==> config.mk <==
export PLATFORM = sky130hd
export DESIGN_NAME = sync_slot_reg
export DESIGN_NICKNAME = d
export VERILOG_FILES = /design/src/rtl/sync_slot_pkg.sv /design/src/rtl/sync_slot_ctrl.sv /design/src/rtl/sync_slot_store.sv /design/src/rtl/sync_slot_pulse.sv /design/src/rtl/sync_slot_reg.sv
export SDC_FILE = /design/constraint.sdc
export NUM_CORES = 1
export LEC_CHECK = 0
export CAP_MARGIN = 5
export CORE_MARGIN = 2
export CORE_UTILIZATION = 40
export CTS_CLUSTER_DIAMETER = 200
export DETAILED_ROUTE_END_ITERATION = 7
export GPL_TIMING_DRIVEN = 0
export PLACE_DENSITY = 0.81
export REMOVE_ABC_BUFFERS = 1
export SLEW_MARGIN = 20
export SYNTH_ARGS = -nofsm -noshare
export SYNTH_HDL_FRONTEND = slang
export SYNTH_HIERARCHICAL = 1
export SYNTH_SLANG_ARGS = --single-unit
export TNS_END_PERCENT = 5
==> constraint.sdc <==
create_clock -name clk -period 2.4 [get_ports clk]
set_input_delay 0.6 -clock clk [delete_from_list [all_inputs] [get_ports clk]]
set_output_delay 0.6 -clock clk [all_outputs]
set_load 0.02 [all_outputs]
==> src/rtl/sync_slot_pkg.sv <==
package sync_slot_pkg;

  typedef enum logic {
    SLOT_EMPTY = 1'b0,
    SLOT_FULL  = 1'b1
  } slot_state_e;

  localparam int unsigned NUM_SIDES = 2;
  localparam int unsigned SIDE_WR   = 0;
  localparam int unsigned SIDE_RD   = 1;

endpackage

==> src/rtl/sync_slot_ctrl.sv <==
module sync_slot_ctrl
  import sync_slot_pkg::*;
(
  input  logic clk,
  input  logic rst,
  input  logic wr_req,
  input  logic rd_req,
  output logic wr_go,
  output logic rd_go,
  output logic is_full,
  output logic blocked
);

  slot_state_e state_q;
  slot_state_e state_d;

  // Only the operation the present state allows may proceed.
  always_comb begin
    wr_go   = 1'b0;
    rd_go   = 1'b0;
    state_d = state_q;
    if (state_q == SLOT_EMPTY) begin
      if (wr_req) begin
        wr_go   = 1'b1;
        state_d = SLOT_FULL;
      end
    end else begin
      if (rd_req) begin
        rd_go   = 1'b1;
        state_d = SLOT_EMPTY;
      end
    end
  end

  always_ff @(posedge clk) begin
    if (rst) state_q <= SLOT_EMPTY;
    else     state_q <= state_d;
  end

  assign is_full = (state_q == SLOT_FULL);
  assign blocked = (rd_req && (state_q == SLOT_EMPTY)) ||
                   (wr_req && (state_q == SLOT_FULL));

  // a granted operation flips the state at the next edge
  a_r2_write_fills: assert property (@(posedge clk) disable iff (rst)
    (wr_req && !is_full) |=> is_full);
  a_r4_read_drains: assert property (@(posedge clk) disable iff (rst)
    (rd_req && is_full) |=> !is_full);

endmodule

==> src/rtl/sync_slot_store.sv <==
module sync_slot_store #(
  parameter int unsigned DATA_W = 32
) (
  input  logic              clk,
  input  logic              rst,
  input  logic              load,
  input  logic [DATA_W-1:0] din,
  output logic [DATA_W-1:0] dout
);

  logic [DATA_W-1:0] word_q;

  always_ff @(posedge clk) begin
    if (rst)       word_q <= '0;
    else if (load) word_q <= din;
  end

  assign dout = word_q;

  // the stored word only moves on a completing write
  a_r10_hold_unless_load: assert property (@(posedge clk) disable iff (rst)
    !load |=> $stable(word_q));

endmodule

==> src/rtl/sync_slot_pulse.sv <==
module sync_slot_pulse
  import sync_slot_pkg::*;
(
  input  logic                 clk,
  input  logic                 rst,
  input  logic [NUM_SIDES-1:0] go,
  output logic [NUM_SIDES-1:0] done
);

  for (genvar s = 0; s < NUM_SIDES; s++) begin : g_side
    logic done_q;
    always_ff @(posedge clk) begin
      if (rst) done_q <= 1'b0;
      else     done_q <= go[s];
    end
    assign done[s] = done_q;
  end

  // at most one completion per cycle
  a_r9_one_done: assert property (@(posedge clk) disable iff (rst)
    $onehot0(done));

endmodule

==> src/rtl/sync_slot_reg.sv <==
module sync_slot_reg
  import sync_slot_pkg::*;
#(
  parameter int unsigned DATA_W = 32
) (
  input  logic              clk,
  input  logic              rst,
  input  logic [DATA_W-1:0] wr_data,
  input  logic              wr_req,
  output logic              wr_done,
  input  logic              rd_req,
  output logic              rd_done,
  output logic [DATA_W-1:0] rd_data,
  output logic              full,
  output logic              blocked
);

  logic                 wr_go;
  logic                 rd_go;
  logic [NUM_SIDES-1:0] go_vec;
  logic [NUM_SIDES-1:0] done_vec;

  sync_slot_ctrl u_ctrl (
    .clk     (clk),
    .rst     (rst),
    .wr_req  (wr_req),
    .rd_req  (rd_req),
    .wr_go   (wr_go),
    .rd_go   (rd_go),
    .is_full (full),
    .blocked (blocked)
  );

  sync_slot_store #(.DATA_W(DATA_W)) u_store (
    .clk  (clk),
    .rst  (rst),
    .load (wr_go),
    .din  (wr_data),
    .dout (rd_data)
  );

  always_comb begin
    go_vec          = '0;
    go_vec[SIDE_WR] = wr_go;
    go_vec[SIDE_RD] = rd_go;
  end

  sync_slot_pulse u_pulse (
    .clk  (clk),
    .rst  (rst),
    .go   (go_vec),
    .done (done_vec)
  );

  assign wr_done = done_vec[SIDE_WR];
  assign rd_done = done_vec[SIDE_RD];

  // a write against a full slot gives no completion
  a_r3_full_write_stalls: assert property (@(posedge clk) disable iff (rst)
    (wr_req && full) |=> !wr_done);
  // a read against an empty slot gives no completion
  a_r5_empty_read_stalls: assert property (@(posedge clk) disable iff (rst)
    (rd_req && !full) |=> !rd_done);
  // write completion follows an accepted write
  a_r2_write_pulse: assert property (@(posedge clk) disable iff (rst)
    (wr_req && !full) |=> wr_done);
  // read completion follows an accepted read
  a_r4_read_pulse: assert property (@(posedge clk) disable iff (rst)
    (rd_req && full) |=> rd_done);

endmodule

==> metrics.cfg <==
[route]
drtAntennaViolNets = 0
route.detailed.wl_per_inst_um = 12.19
drt-vias-per-instance = 4.439
firstDrtPassIters = 5
drc = 0
detail_route.iter0.violations = 37
routed_wl_um = 2803
route.vias.total = 1021

[die]
std_cell_rows = 20
design.die.area_um2 = 3698
placeableCoreArea_um2 = 3053
initial_core_util = 0.4230
floorplan.die.width_um = 60.82
design.portCount = 72
die_h_um = 60.82

[worst_setup_path]
crit_path_end_kind = primary output
crit_path_start_kind = input port
setup.worst_path.class = input port to primary output
critical-path-slowest-cell = sky130_fd_sc_hd__clkdlybuf4s50_1
worst_path_largest_cell_delay_ns = 0.45
crit_required_ns = 1.80
cp.arrival_ns = 1.66
path_cells = clkdlybuf4s50_1, mux2_1, dlygate4sd2_1
crit_fanout = 3

[power]
power_density_nw_per_um2 = 591.7
total_leakage_power_nw = 0.8418
ir_worst_vdd_mv = 0.2974

[grt]
antenna_found_initial = 0
grt_use_total = 0.1585
grt_max_degree = 36
wire_length_of_the_first_global_routing_pass_um = 4153
grt-ovfl-total = 0
first_global_vias = 940

[cells_and_area]
area_delta_synth_final_pct = 57.46
layoutNonFillerInstCount = 230
nNetsFinal = 221
drive_above_1_share = 0.05914
final_core_util = 0.6660
num_antenna_cells = 0

[sta]
clock.fmax_ghz = 0.4434
worst_pin_slew_ns = 0.5733
hold_viol = 0
min_period_ns = 2.255
final_min_period_over_clock_period = 0.9397
setup_viol = 0
timing.slew.headroom = 0.6178
unrepaired_setup_endpoints_after_global_routing = no
finalMaxSlewViolations = 0
skew_ns = 0.007059
finalHoldWorstSlack_ns = 0.4993

[clocking]
cts.path.max_buffers = 2
cts_bufs_inserted = 5
clock_insertion_delay_worst_skew_ns = 0.33
tritoncts = built
htree_levels = 2
ctsRootBufferMaster = sky130_fd_sc_hd__clkbuf_4
clock_sinks = 35
postCtsSetupRepairBufs = 0
clk_transition_reported_paths_ns = 0.09

[yosys]
synth_enable_flop_cells = 0
yosysWarningCount = 6
synth_commonest_cells = sky130_fd_sc_hd__dfxtp_1, sky130_fd_sc_hd__mux2i_1, sky130_fd_sc_hd__nor2_1, sky130_fd_sc_hd__nor2b_1
yosysTopAreaCellShare = 0.5426
biggest_area_consumer_among_synthesized_cells = sky130_fd_sc_hd__dfxtp_1
syn_inst = 115
post-synth-top-count-cell = sky130_fd_sc_hd__dfxtp_1
ys_dominant_reg_cell = sky130_fd_sc_hd__dfxtp_1
syn_area_um2 = 1291
synth_sequential_area_ratio = 0.5426
synthesis.area_per_instance_um2 = 11.23
ys_top_cells_by_area = sky130_fd_sc_hd__dfxtp_1, sky130_fd_sc_hd__mux2i_1, sky130_fd_sc_hd__nor2_1
ys_seq_elements = 35
synth_cell_types = 11
async_sr_flop_fraction = 0

[placed_design]
gp_routability_congestion = 0.6247
place.detailed.instances = 222
placement.io_buffers = 71

[job]
maxCapViolations = 0

[min_path]
holdCritPathClass = flop to flop

[run_status]
run_status = finished clean

## per-stage QoR
step / instance area (um2) / worst slack [ns] / TNS (ns) / total power [mW]
2_1_floorplan: 1194 / -0.7619 / -25.63 / 0.7771
3_3_place_gp: 1959 / -1.862 / -62.48 / 0.9260
3_5_place_dp: 1987 / -0.07471 / -0.07471 / 0.9335
4_1_cts: 2038 / 0.1383 / 0 / 1.227
5_1_grt: 2033 / 0.09875 / 0 / 1.271
6_report: 2033 / 0.1448 / 0 / 1.203
## power by group
group	internal, mW	switching [mW]
sequential	0.618	0.0187
clock	0.109	0.180
combinational	0.157	0.120
## registers in the layout, indices dropped and copies added, names as in the netlist
signal / flops
u_store/dout: 32
u_pulse/g_side.done_q: 2
u_ctrl/is_full: 1
## routing by layer
layer,vias up,GRT usage,part of all wire
met1,453,0.1763,0.40
met3,2,0.08102,0.12
met2,51,0.2565,0.47
met4,0,0.06522,0.0068
met5,-,0,0
li1,515,-,-
## cells by family after synthesis
logic type      after synthesis  share of synthesized area
compound gates                1                   0.007752
simple gates                 37                     0.1173
flops                        35                     0.5426
buf+inv                       9                    0.07558
mux                          33                     0.2568
## placed cells by master, fill, tap and decap left out
cell	instances
sky130_fd_sc_hd__clkdlybuf4s50_1	69
sky130_fd_sc_hd__dfxtp_1	35
sky130_fd_sc_hd__mux2i_1	32
sky130_fd_sc_hd__nor2_1	32
sky130_fd_sc_hd__clkbuf_4	5
sky130_fd_sc_hd__clkinv_2	3
sky130_fd_sc_hd__nor2b_1	3
sky130_fd_sc_hd__buf_2	1
sky130_fd_sc_hd__buf_12	1
sky130_fd_sc_hd__dlygate4sd2_1	1
sky130_fd_sc_hd__mux2_1	1
sky130_fd_sc_hd__and2_1	1
sky130_fd_sc_hd__nor2b_4	1
sky130_fd_sc_hd__o21ba_1	1
## area by class of cell
| type | instances | area, um2 |
|---|---|---|
| timing repair buffer | 72 | 724.4 |
| clock buffer | 5 | 37.54 |
| sequential | 35 | 700.7 |
| fill | 271 | 1020 |
| tap | 44 | 55.05 |
| clock inverter | 3 | 15.01 |
| multi-input combinational | 71 | 500.5 |
## what timing repair did
item | in CTS | in global routing
resized for setup | 1 | 0
endpoints found under the setup margin | 1 | 0
hold buffers | 0 | 0
## critical path: cells and delay by family
family	cells	cell delay, ns
buffers and inverters	2	0.77
muxes	1	0.29
## final timing paths
kind / endpoint / depth (start not counted) / slack (ns) / startpoint
worst max register to register: u_store/dout[27] / 4 / 0.96 / u_ctrl/is_full
worst min-delay path: u_store/dout[10] / 2 / 0.50 / u_store/dout[10]
worst min register to register: u_store/dout[10] / 2 / 0.50 / u_store/dout[10]
worst max-delay path: blocked / 3 / 0.14 / rd_req
Power figures use the tool's default switching activity.
